`config.mk`:
```
export PLATFORM = sky130hd
export DESIGN_NAME = boot_rom_ctrl
export DESIGN_NICKNAME = d
export VERILOG_FILES = /design/src/rtl/boot_rom_pkg.sv /design/src/rtl/rom_decode.sv /design/src/rtl/rom_boot_seq.sv /design/src/rtl/rom_array.sv /design/src/rtl/boot_rom_ctrl.sv
export SDC_FILE = /design/constraint.sdc
export NUM_CORES = 1
export LEC_CHECK = 0
export BUFFER_PORTS_ARGS = -buffer_cell sky130_fd_sc_hd__buf_2
export CORE_UTILIZATION = 45
export CTS_CLUSTER_DIAMETER = 60
export CTS_CLUSTER_SIZE = 24
export DETAILED_ROUTE_END_ITERATION = 6
export GPL_ROUTABILITY_DRIVEN = 0
export HOLD_SLACK_MARGIN = 0.08
export PLACE_DENSITY = 0.86
export SLEW_MARGIN = 20
export SYNTH_ARGS = -nofsm -noshare
export SYNTH_HDL_FRONTEND = slang
export SYNTH_SLANG_ARGS = --single-unit
```
`constraint.sdc`:
```
create_clock -name clk -period 4.2 [get_ports clk]
set_input_delay 0.42 -clock clk [delete_from_list [all_inputs] [get_ports clk]]
set_output_delay 0.42 -clock clk [all_outputs]
set_load 0.05 [all_outputs]
```
`src/rtl/boot_rom_pkg.sv`:
```
package boot_rom_pkg;

    typedef enum logic [1:0] {
        REG_NONE  = 2'd0,
        REG_CTRL  = 2'd1,
        REG_BOOT  = 2'd2,
        REG_ARRAY = 2'd3
    } region_e;

    localparam int WORD_W = 16;

    function automatic logic [15:0] rom_word(input logic [7:0] idx);
        return {idx ^ 8'h5A, ~idx};
    endfunction

    function automatic logic [15:0] lane_pick(input logic [15:0] w,
                                              input logic        byte_acc,
                                              input logic        odd);
        if (!byte_acc)
            return w;
        return odd ? {8'h00, w[7:0]} : {8'h00, w[15:8]};
    endfunction

endpackage

```
`src/rtl/rom_decode.sv`:
```
module rom_decode
    import boot_rom_pkg::*;
#(
    parameter int          ADDR_W     = 24,
    parameter int          BLK_W      = 8,
    parameter int          CTRL_W     = 4,
    parameter logic [23:0] CTRL_BASE  = 24'hFFF800,
    parameter logic [23:0] BOOT_BASE  = 24'h000000
) (
    input  logic [ADDR_W-1:0] addr_i,
    input  logic              write_i,
    input  logic              super_i,
    input  logic              prog_i,
    input  logic              boot_active,
    input  logic              stop_i,
    input  logic              long_boot_i,
    input  logic [ADDR_W-1:0] arr_base_i,
    input  logic [BLK_W-1:0]  arr_words_i,
    input  logic              priv_only_i,
    input  logic              prog_only_i,
    output region_e           region_o,
    output logic [1:0]        boot_idx_o,
    output logic [BLK_W-2:0]  word_idx_o
);
    localparam logic [ADDR_W-1:0] CTRL_B = CTRL_BASE[ADDR_W-1:0];
    localparam logic [ADDR_W-1:0] BOOT_B = BOOT_BASE[ADDR_W-1:0];

    logic             ctrl_hit, boot_hit, arr_hit;
    logic [BLK_W:0]   limit;
    logic [BLK_W-1:0] offs;

    always_comb begin
        offs  = addr_i[BLK_W-1:0];
        limit = {arr_words_i, 1'b0};

        ctrl_hit = addr_i[ADDR_W-1:CTRL_W] == CTRL_B[ADDR_W-1:CTRL_W];

        boot_hit = boot_active && !stop_i && !write_i && super_i && prog_i
                && (addr_i[ADDR_W-1:3] == BOOT_B[ADDR_W-1:3])
                && (long_boot_i || !addr_i[2]);

        arr_hit = !boot_active && !stop_i && !write_i
               && (addr_i[ADDR_W-1:BLK_W] == arr_base_i[ADDR_W-1:BLK_W])
               && ({1'b0, offs} < limit)
               && (super_i || !priv_only_i)
               && (prog_i || !prog_only_i);

        if (ctrl_hit)      region_o = REG_CTRL;
        else if (boot_hit) region_o = REG_BOOT;
        else if (arr_hit)  region_o = REG_ARRAY;
        else               region_o = REG_NONE;

        boot_idx_o = addr_i[2:1];
        word_idx_o = offs[BLK_W-1:1];
    end
endmodule

```
`src/rtl/rom_boot_seq.sv`:
```
module rom_boot_seq (
    input  logic clk,
    input  logic rst,
    input  logic boot_en_n_i,
    input  logic stop_i,
    input  logic last_fetch,
    output logic boot_active
);
    always_ff @(posedge clk) begin
        if (rst)
            boot_active <= !boot_en_n_i && !stop_i;
        else if (last_fetch)
            boot_active <= 1'b0;
    end
endmodule

```
`src/rtl/rom_array.sv`:
```
module rom_array
    import boot_rom_pkg::*;
#(
    parameter int IDX_W = 7
) (
    input  logic             clk,
    input  logic             en,
    input  logic [IDX_W-1:0] idx,
    output logic [15:0]      word_q
);
    logic [7:0] idx8;

    generate
        if (IDX_W >= 8) begin : g_trunc
            assign idx8 = idx[7:0];
        end else begin : g_ext
            assign idx8 = {{(8-IDX_W){1'b0}}, idx};
        end
    endgenerate

    always_ff @(posedge clk) begin
        if (en)
            word_q <= rom_word(idx8);
    end
endmodule

```
`src/rtl/boot_rom_ctrl.sv`:
```
module boot_rom_ctrl
    import boot_rom_pkg::*;
#(
    parameter int          ADDR_W      = 24,
    parameter int          BLOCK_BYTES = 256,
    parameter int          CTRL_BYTES  = 16,
    parameter logic [23:0] CTRL_BASE   = 24'hFFF800,
    parameter logic [23:0] BOOT_BASE   = 24'h000000,
    localparam int         BLK_W       = $clog2(BLOCK_BYTES),
    localparam int         CTRL_W      = $clog2(CTRL_BYTES)
) (
    input  logic              clk,
    input  logic              rst,
    input  logic              req_i,
    input  logic [ADDR_W-1:0] addr_i,
    input  logic              write_i,
    input  logic              size_i,
    input  logic              super_i,
    input  logic              prog_i,
    output logic [15:0]       rdata_o,
    output logic              ack_o,
    input  logic              boot_en_n_i,
    input  logic              stop_i,
    input  logic              long_boot_i,
    input  logic [63:0]       boot_data_i,
    input  logic [ADDR_W-1:0] arr_base_i,
    input  logic [BLK_W-1:0]  arr_words_i,
    input  logic              priv_only_i,
    input  logic              prog_only_i
);
    region_e          region, region_q;
    logic [1:0]       boot_idx;
    logic [BLK_W-2:0] word_idx;
    logic             boot_active, last_fetch, claim;
    logic             ack_q, rd_q, lane_q, byte_q;
    logic [15:0]      held_q, arr_word, status, boot_word, word_sel;

    rom_decode #(
        .ADDR_W(ADDR_W), .BLK_W(BLK_W), .CTRL_W(CTRL_W),
        .CTRL_BASE(CTRL_BASE), .BOOT_BASE(BOOT_BASE)
    ) dec_i (
        .addr_i(addr_i), .write_i(write_i), .super_i(super_i), .prog_i(prog_i),
        .boot_active(boot_active), .stop_i(stop_i), .long_boot_i(long_boot_i),
        .arr_base_i(arr_base_i), .arr_words_i(arr_words_i),
        .priv_only_i(priv_only_i), .prog_only_i(prog_only_i),
        .region_o(region), .boot_idx_o(boot_idx), .word_idx_o(word_idx)
    );

    assign claim      = req_i && (region != REG_NONE);
    assign last_fetch = req_i && (region == REG_BOOT)
                     && (boot_idx == (long_boot_i ? 2'd3 : 2'd1));

    rom_boot_seq seq_i (
        .clk(clk), .rst(rst), .boot_en_n_i(boot_en_n_i), .stop_i(stop_i),
        .last_fetch(last_fetch), .boot_active(boot_active)
    );

    rom_array #(.IDX_W(BLK_W-1)) arr_i (
        .clk(clk), .en(req_i && region == REG_ARRAY),
        .idx(word_idx), .word_q(arr_word)
    );

    assign status    = {12'h000, boot_active, stop_i, priv_only_i, prog_only_i};
    assign boot_word = boot_data_i[boot_idx*16 +: 16];

    always_ff @(posedge clk) begin
        if (rst) begin
            ack_q    <= 1'b0;
            rd_q     <= 1'b0;
            region_q <= REG_NONE;
            lane_q   <= 1'b0;
            byte_q   <= 1'b0;
            held_q   <= '0;
        end else begin
            ack_q    <= claim;
            rd_q     <= claim && !write_i;
            region_q <= region;
            lane_q   <= addr_i[0];
            byte_q   <= !size_i;
            held_q   <= (region == REG_CTRL) ? status : boot_word;
        end
    end

    always_comb begin
        word_sel = (region_q == REG_ARRAY) ? arr_word : held_q;
        rdata_o  = rd_q ? lane_pick(word_sel, byte_q, lane_q) : 16'h0000;
        ack_o    = ack_q;
    end
endmodule

```
[Yosys cells after proc, flatten, opt, wreduce, memory -nomap -nowiden]
Cells that the tools add are included.
Operators by class
  magnitude comparators: 1
  eq/ne operators: 7
  shifts and indexed selects: 1
  multiplexer cells: 11
  bitwise operators: 2
  reductions and logical operators: 33
Operators with widths (count)
  $shiftx A64 B7 Y16: 1
  $mux W16: 3
  $logic_not A21 Y1: 1
  $eq A20 B20 Y1 const B: 1
  $logic_and A1 B1 Y1: 18
  $eq A16 B16 Y1: 1
  $lt A8 B9 Y1: 1
  $logic_not A1 Y1: 8
  $mux W2: 4
  $mux W8: 1
  $not A7 Y8: 1
  $eq A2 B2 Y1 const B: 3
  $mux W4: 1
  $not A4 Y4: 1
  $reduce_bool A2 Y1: 2
  $logic_or A1 B1 Y1: 3
  $eq A2 B1 Y1 const B: 1
  $eq A2 B2 Y1: 1
  $mux W1: 2
  $reduce_or A2 Y1: 1
Storage, ports and cells
  register bits: 38
  bits of input ports: 132
  output and inout bits: 17
  word-level logic and storage cells: 64

[Longest topological paths before layout]
Gate-level depths: netlist of run 1.
  depth after elaboration: 15
  depth in mapped cells: 7
  depth with buffers taken out: 7

[Hierarchy]
A second synthesis of run 1 with hierarchy kept.
Second synthesis, totals
  cells, all modules: 215
  area total of the unflattened synthesis: 2317.2 um2
Modules (own cells, without submodules)
  boot_rom_ctrl: instances 1, cells an instance 111, area an instance 1333.8 um2, sequential area each 440.4 um2
  rom_decode: instances 1, cells an instance 76, area an instance 555.5 um2, sequential area each 0.0 um2
  rom_array: instances 1, cells an instance 25, area an instance 379.1 um2, sequential area each 300.3 um2
  rom_boot_seq: instances 1, cells an instance 3, area an instance 48.8 um2, sequential area each 30.0 um2

[Worst setup path after synthesis of run 1]
No wires, ideal clock.
  kind: reg-to-output
  start point: register lane_q
  end point: output port rdata_o[3]
  data arrival time: 2038 ps
  data required time: 3780 ps
  slack: 1742 ps
  stages on the path, launching flop included: 6
  buffers on the path: 1
  cells stage by stage: dfxtp_1 nand2b_1 clkbuf_1 mux2_2 nand2_1 a21boi_0
On the way
  cells in the longest elaborated chain, start to end: 3
RTL lines
  from (decl): RTL line boot_rom_ctrl.sv:35  | logic ack_q, rd_q, lane_q, byte_q;
  from (signal assigned): RTL line boot_rom_ctrl.sv:78  | lane_q <= addr_i[0];
  $mux W8: RTL line boot_rom_pkg.sv:21  | return odd ? {8'h00, w[7:0]} : {8'h00, w[15:8]};
  $mux W16: RTL line boot_rom_pkg.sv:21
  $mux W16: RTL line boot_rom_ctrl.sv:86  | rdata_o = rd_q ? lane_pick(word_sel, byte_q, lane_q) : 16'h0000;
  to (decl): RTL line boot_rom_ctrl.sv:20  | output logic [15:0] rdata_o,
Every way passes these cells.

[Worst setup path in the final report of run 1]
  start point: input port addr_i[2]
  end point: register arr_i.word_q[0] (enable)
On the way
  cells in the longest elaborated chain, start to end: 9
  elaborated cells between the ends (all ways): 12
  classes of those cells: order compare (1); eq/ne (1); mux (3); reduce/logical (7)
RTL lines
  from (decl): RTL line boot_rom_ctrl.sv:15  | input logic [ADDR_W-1:0] addr_i,
  $lt A8 B9 Y1: RTL line rom_decode.sv:44  | && ({1'b0, offs} < limit)
  $logic_and A1 B1 Y1: RTL line rom_decode.sv:44
  $logic_and A1 B1 Y1: RTL line rom_decode.sv:45  | && (super_i || !priv_only_i)
  $logic_and A1 B1 Y1: RTL line rom_decode.sv:46  | && (prog_i || !prog_only_i);
  $mux W2: RTL line rom_decode.sv:50  | else if (arr_hit) region_o = REG_ARRAY;
  $mux W2 *: RTL line rom_decode.sv:49  | else if (boot_hit) region_o = REG_BOOT;
  $mux W2 *: RTL line rom_decode.sv:48  | if (ctrl_hit) region_o = REG_CTRL;
  $eq A2 B2 Y1 *: RTL line boot_rom_ctrl.sv:59  | .clk(clk), .en(req_i && region == REG_ARRAY),
  $logic_and A1 B1 Y1 *: RTL line boot_rom_ctrl.sv:59
  via arr_i.en: RTL line rom_array.sv:7  | input logic en,
  to (signal assigned): RTL line rom_array.sv:23  | word_q <= rom_word(idx8);
  to (decl): RTL line rom_array.sv:9  | output logic [15:0] word_q
Mark *: on every way through the listed nets, which the timed path passes. The rest lies on a longest branch.
A chain may end at the register's enable or synchronous reset.

==> run_results.csv, run 1 <==
group,metric,value,unit
status,status,"finished clean",
layout,fin_nets,492,
clocking,clockBufferDepth,2,
layout,final_cell_area,3040,um^2
clocking,post_cts_buffers,0,
critical_path,worstPathArrival,2.42,ns
detailed_routing,num_vias,2176,
power,p_leak,1.43,nW
power,power_density,242,nW/um^2
timing,fin_setup_tns,0,ns
timing,drv_slew,0,
detailed_routing,drtIter0Drc,133,
detailed_routing,firstDrtPassIters,4,
critical_path,critical_path.top_delay_family,"simple AND/OR/NAND/NOR gates",
clocking,cts_num_sinks,33,
timing,fmax,396,MHz
global_routing,grt_use_total,23.3,%
timing,rsz0062_at_grt,"no",
logic_synthesis,yosys-top-cells-area,"dfxtp_1 20%, mux4_2 19%, edfxtp_1 15%, xnor2_1 6.3%, ha_1 4.0%",
layout,n_fill_cell,391,
logic_synthesis,yosysTopAreaCell,"dfxtp_1",
placement,hpwl,4.90,mm
worst_hold_path,hold_path.startpoint,"size_i",
logic_synthesis,synth_edf_count,11,
timing,setup_ws,1.68,ns
critical_path,critPathMaxFanout,19,
critical_path,reg2reg_from,"seq_i.boot_active$_SDFFCE_PN0P_",
critical_path,crit_chain,"buf_2 > ha_1 > o21ai_0 > a21oi_1 > o31ai_1 > nand3_1 > nor2_1",
die,fp.coreArea,4720,um^2
logic_synthesis,synthCells,216,
logic_synthesis,synth_top_area_share,19.9,%
global_routing,grt_overflow_total,0,
timing,fin_skew,0.00651,ns
die,die_y,72.2,um
die,die_w,72.2,um
die,ios,149,
power,total_power,0.736,mW
layout,n_antenna_cell,0,
die,dieArea,5210,um^2
clocking,cts_root_buffer,"clkbuf_8",
timing,layout_min_cycle_time,2.52,ns
die,initial_core_util,46.9,%
logic_synthesis,async_reset_ff_share,0,%
layout,syn_to_final_growth,37.0,%
critical_path,critical_path_required,4.10,ns
detailed_routing,finalWirelength,5.81,mm
timing,relSlewSlack,45.7,%
worst_hold_path,holdPathStages,2,
timing,fin_crit_sh,60.1,%
detailed_routing,drc,0,
placement,port_buffers,140,
clocking,tritoncts,"done",
critical_path,cpMaxStageDelayCell,"nor2_1",
global_routing,antenna_found_initial,0,
clocking,insertion_delay,0.28,ns
clocking,htreeDepth,2,
worst_hold_path,hp-class,"in -> reg",
clocking,post_cts_resized,0,
detailed_routing,drt-vias-per-instance,5.17,
clocking,holdBufCountCts,0,
logic_synthesis,yosysWarnings,0,
detailed_routing,antenna_left,0,
clocking,numCtsBuffers,5,
logic_synthesis,ys_seq_area_share,34.8,%
logic_synthesis,syn-cell-area,2220,um^2
critical_path,start_kind,"input port",
timing,setup_viol_count_final,0,
worst_hold_path,hold_path_end,"byte_q$_SDFF_PP0_",
power,peakVddDrop,0.174,mV
timing,timing.final.hold_violations,0,
global_routing,first_global_vias,2067,
layout,drive_gt1_share,48.6,%
critical_path,crit_buf_inv,1,
critical_path,setup.worst_path.end_class,"flip-flop",
critical_path,r2r_cells,3,
logic_synthesis,ys_ff_latch,33,
global_routing,grt_max_degree,21,
placement,dpl-instance-area,2960,um^2
logic_synthesis,ys_types,37,
detailed_routing,post_drt_wl_per_cell,13.8,um
critical_path,cp_slowest_stage_delay,0.66,ns
critical_path,rr_endpoint,"arr_i.word_q[0]$_DFFE_PP_",
critical_path,critical_path_class,"in -> reg",
logic_synthesis,syn_avg_cell_area,10.3,um^2
placement,dp_slack,1.35,ns
clocking,clkTransAtPathRegs,0.07,ns
logic_synthesis,synth_nets,355,
run,maxCapViolCount,0,
die,num_rows,25,
timing,max_slew.worst_pin.slew,0.811,ns
global_routing,grt_pass1_wl,9.26,mm
critical_path,r2r_slack,2.20,ns
logic_synthesis,ys.flop_type,"dfxtp_1",
worst register-to-register path, delay by kind of cell, from the launching register on:
kind	cells	cell delay, ns
flops	1	0.41
simple gates	3	1.21
cell usage after synthesis, types with 2 or more instances:
cell type,instances
clkbuf_1,6
xnor2_1,16
nor4_1,5
mux2_2,4
edfxtp_1,11
mux2i_1,4
buf_2,2
nor3b_1,2
mux4_2,19
nand2b_1,3
nand2_1,23
nor2b_1,13
or4_1,2
and3_1,2
and2_1,5
inv_1,17
nor2_1,13
nand3_1,3
ha_1,7
a21boi_0,4
a21oi_1,11
nand4_1,5
dfxtp_1,22
o21ai_0,4
worst max path at each step:
| stage | start | to | slack, ns | cells past startpoint |
|---|---|---|---|---|
| finish | addr_i[2] | arr_i.word_q[0]$_DFFE_PP_ | 1.68 | 7 |
| detailed placement | addr_i[2] | arr_i.word_q[13]$_DFFE_PP_ | 1.35 | 7 |
| floorplan | lane_q$_SDFF_PP0_ | rdata_o[3] | 1.74 | 5 |
| global route | addr_i[2] | arr_i.word_q[9]$_DFFE_PP_ | 1.47 | 7 |
| CTS | addr_i[2] | arr_i.word_q[9]$_DFFE_PP_ | 1.64 | 7 |
| global placement | addr_i[2] | arr_i.word_q[5]$_DFFE_PP_ | 1.49 | 7 |
metrics by stage:
| step | hold slack (ns) | util (%) | std cells |
|---|---|---|---|
| 6_report | 0.300 | 64.3 | 421 |
| 5_1_grt | 0.295 | 64.3 | 421 |
| 4_1_cts | 0.298 | 64.3 | 421 |
| 3_5_place_dp | 0.555 | 62.6 | 413 |
| 3_3_place_gp | 0.563 | 62.6 | 413 |
| 2_1_floorplan | 0.485 | - | 216 |
area by class of cell:
cell class | instances | area [um^2] | area share (%)
multi-input combinational | 156 | 1340 | 44.1
tap | 67 | 83.8 | 2.76
clock inverter | 1 | 3.75 | 0.124
timing repair buffer | 140 | 701 | 23.1
inverter | 17 | 63.8 | 2.10
clock buffer | 7 | 76.3 | 2.51
sequential | 33 | 771 | 25.4
report_power, final:
group          internal, mW  switching [mW]  total, mW  leakage (nW)
logic                0.0999          0.0683      0.168          1.11
registers             0.344         0.00538      0.349         0.282
clock network         0.115           0.104      0.219        0.0399
routing by layer:
layer  part of all wire, %  global-route usage, %
met1                    39                   28.3
met2                    53                   41.7
met3                   5.9                   4.58
met4                   1.9                   7.19
met5                     0                      0
kinds of logic after synthesis:
family                     count (synthesis)  synth area share [%]
and+or+nand+nor                           82                  20.3
DFF                                       33                  34.8
buffers and inverters                     27                  4.85
muxes                                     27                  23.1
AOI/OAI and AO/OA                         24                  6.72
xor gates and xnor gates                  16                  6.32
adders and majority gates                  7                  3.95
flip-flops by register name, indices dropped and copies added (netlist names):
| register | cells |
|---|---|
| seq_i.boot_active | 1 |
| held_q | 16 |
| arr_i.word_q | 10 |
| rd_q | 1 |
| lane_q | 1 |
| ack_o | 1 |
| region_q | 2 |
| byte_q | 1 |
placed cells by master (no fill, tap or decap), types with 3 or more instances in the layout:
cell and instances:
inv_1 17, and2_1 5, edfxtp_1 11, nand2_1 23, buf_2 140, mux4_2 19, nor2_1 13, ha_1 7
nand3_1 3, nor4_1 5, nand2b_1 3, nand4_1 5, mux2_2 4, o21ai_0 4, dfxtp_1 22, mux2i_1 4
nor2b_1 13, xnor2_1 16, a21oi_1 11, clkbuf_8 5, a21boi_0 4
Power figures use the tool's default switching activity.
==> run 2: changes to the inputs <==
--- a/config.mk
+++ b/config.mk
@@ -6,13 +6,13 @@
 export NUM_CORES = 1
 export LEC_CHECK = 0
 export BUFFER_PORTS_ARGS = -buffer_cell sky130_fd_sc_hd__buf_2
-export CORE_UTILIZATION = 45
+export CORE_UTILIZATION = 42
 export CTS_CLUSTER_DIAMETER = 60
 export CTS_CLUSTER_SIZE = 24
 export DETAILED_ROUTE_END_ITERATION = 6
 export GPL_ROUTABILITY_DRIVEN = 0
 export HOLD_SLACK_MARGIN = 0.08
-export PLACE_DENSITY = 0.86
+export PLACE_DENSITY = 0.81
 export SLEW_MARGIN = 20
 export SYNTH_ARGS = -nofsm -noshare
 export SYNTH_HDL_FRONTEND = slang
==> constraint.sdc (replaced) <==
create_clock -name clk -period 2.5 [get_ports clk]
set_input_delay 0.25 -clock clk [delete_from_list [all_inputs] [get_ports clk]]
set_output_delay 0.25 -clock clk [all_outputs]
set_load 0.05 [all_outputs]
==> run 2 against run 1 <==
Register-to-register slack worse by 1.3 ns; die area up 6.9%; clock power up 83%; worst hold slack worse by 0.18 ns; non-clock buffer count up 2; critical path depth down 3; setup slack worse by 1.4 ns; combinational power up 65%; highest routed layer unchanged.
==> run_results.csv, run 2 (synthesis gave the netlist of run 1 again) <==
group,metric,value,unit
status,status,"finished clean",
critical_path,critical_path_class,"reg -> out",
die,dieArea,5570,um^2
power,p_int,0.970,mW
clocking,insertion_delay,0.28,ns
detailed_routing,post_drt_wl_per_cell,12.8,um
clocking,numCtsBuffers,5,
power,p_seq_share,46.3,%
layout,regMostFlops,"held_q",
timing,setup_viol_count_final,0,
power,combPwrFrac,22.0,%
timing,fin_crit_sh,87.3,%
layout,top_regs,"held_q: 16 flops, arr_i.word_q: 10 flops, region_q: 2 flops",
timing,fin_skew,0.0102,ns
layout,layout_common_cells,"140 x buf_2, 23 x nand2_1, 22 x dfxtp_1",
layout,drive_gt1_share,49.2,%
critical_path,crit_buf_inv,1,
clocking,htreeDepth,2,
detailed_routing,antenna_left,0,
die,initial_core_util,43.4,%
global_routing,met2_usage,33.7,%
critical_path,critPathMaxFanout,15,
layout,fin_nets,494,
global_routing,gr-usage-met3,5.09,%
global_routing,grt_max_degree,21,
die,die_y,74.7,um
power,power_density,412,nW/um^2
layout,n_antenna_cell,0,
layout,syn_to_final_growth,38.3,%
power,p_sw,0.295,mW
timing,rsz0062_at_grt,"no",
timing,fin_setup_tns,0,ns
die,die_w,74.7,um
critical_path,setup.worst_path.end_class,"output port",
critical_path,cp_slowest_stage_delay,0.58,ns
layout,final_util,60.0,%
timing,fmax,458,MHz
global_routing,grt_use_total,19.9,%
timing,max_slew.worst_pin.slew,0.577,ns
detailed_routing,firstDrtPassIters,4,
global_routing,grt_busiest_layer,"met2",
detailed_routing,finalWirelength,5.46,mm
power,swShare,23.3,%
die,num_rows,26,
global_routing,grt_overflow_total,0,
timing,relSlewSlack,61.5,%
global_routing,antenna_found_initial,0,
timing,timing.final.hold_violations,0,
critical_path,critical_path_required,2.25,ns
critical_path,crit_chain,"nand2_1 > mux4_2 > and2_1 > buf_2",
clocking,cts_num_sinks,33,
timing,layout_min_cycle_time,2.18,ns
layout,largest_reg_flops,16,
placement,hpwl,4.64,mm
global_routing,grt_pass1_wl,8.20,mm
critical_path,worstPathArrival,1.93,ns
detailed_routing,drc,0,
detailed_routing,drt-vias-per-instance,4.93,
worst_hold_path,hp-class,"in -> reg",
clocking,tritoncts,"done",
timing,drv_slew,0,
clocking,holdBufCountCts,0,
global_routing,first_global_vias,1883,
run,maxCapViolCount,0,
critical_path,cpMaxStageDelayCell,"mux4_2",
power,power_frac_clock,31.7,%
die,ios,149,
placement,port_buffers,140,
clocking,clockBufferDepth,2,
clocking,post_cts_buffers,0,
power,p_leak,1.45,nW
critical_path,start_kind,"flip-flop",
clocking,clkTransAtPathRegs,0.06,ns
clocking,post_cts_resized,0,
critical_path,critical_path.top_delay_family,"multiplexers",
die,fp.coreArea,5110,um^2
power,peakVddDrop,0.228,mV
clocking,cts_root_buffer,"clkbuf_8",
detailed_routing,drtIter0Drc,91,
detailed_routing,num_vias,2102,
layout,final_common_cell,"buf_2",
global_routing,met1_usage,24.8,%
run 2: changes by cell type in the layout (fill, tap and decap cells not counted):
| cell | delta |
|---|---|
| clkbuf_8 | +1 |
| clkinv_1 | -1 |
| buf_4 | +2 |
run 2: through the flow:
step	cells	setup WS, ns	hold slack [ns]	power, mW	instance area, um^2
after floorplan	216	0.212	0.315	0.745	2220
after global placement	418	0.492	0.415	0.870	2980
after detailed placement	418	0.459	0.414	0.878	2980
after CTS	426	0.285	0.116	1.28	3070
after global routing	426	0.173	0.120	1.33	3070
final	426	0.317	0.122	1.26	3070
run 2: worst paths after layout:
check                                        from                         to  slack [ns]  cells past startpoint
hold reg to reg   seq_i.boot_active$_SDFFCE_PN0P_       held_q[3]$_SDFF_PP0_        0.61                      2
hold / removal                             size_i          byte_q$_SDFF_PP0_        0.12                      2
setup / recovery           region_q[0]$_SDFF_PP0_                 rdata_o[2]        0.32                      4
setup reg to reg  seq_i.boot_active$_SDFFCE_PN0P_  arr_i.word_q[9]$_DFFE_PP_        0.92                      4
run 2: power groups by stage:
stage	sequential (mW)	clock, mW	combinational (mW)
final	0.586	0.400	0.278
after global routing	0.588	0.438	0.306
after CTS	0.586	0.409	0.281
after detailed placement	0.598	0	0.280
after global placement	0.598	0	0.273
after floorplan	0.594	0	0.150
run 2: layer usage:
layer  vias up  wire, um
met2        84      2850
li1       1052         -
met5         -         0
met4         0        60
met1       960      2230
met3         6       319
run 2: area by class of cell:
type / count / area, um^2
Inverter: 17 / 63.8
Timing Repair Buffer: 142 / 716
Sequential cell: 33 / 771
Clock buffer: 8 / 90.1
Tap cell: 70 / 87.6
Multi-Input combinational cell: 156 / 1340
Fill cell: 445 / 2040
run 2: worst register-to-register path, stage by stage, from the launching register on:
cell      delay, ns
edfxtp_1       0.43
nor4_1         0.38
nand3_1        0.16
nor2_1         0.12
buf_4          0.19
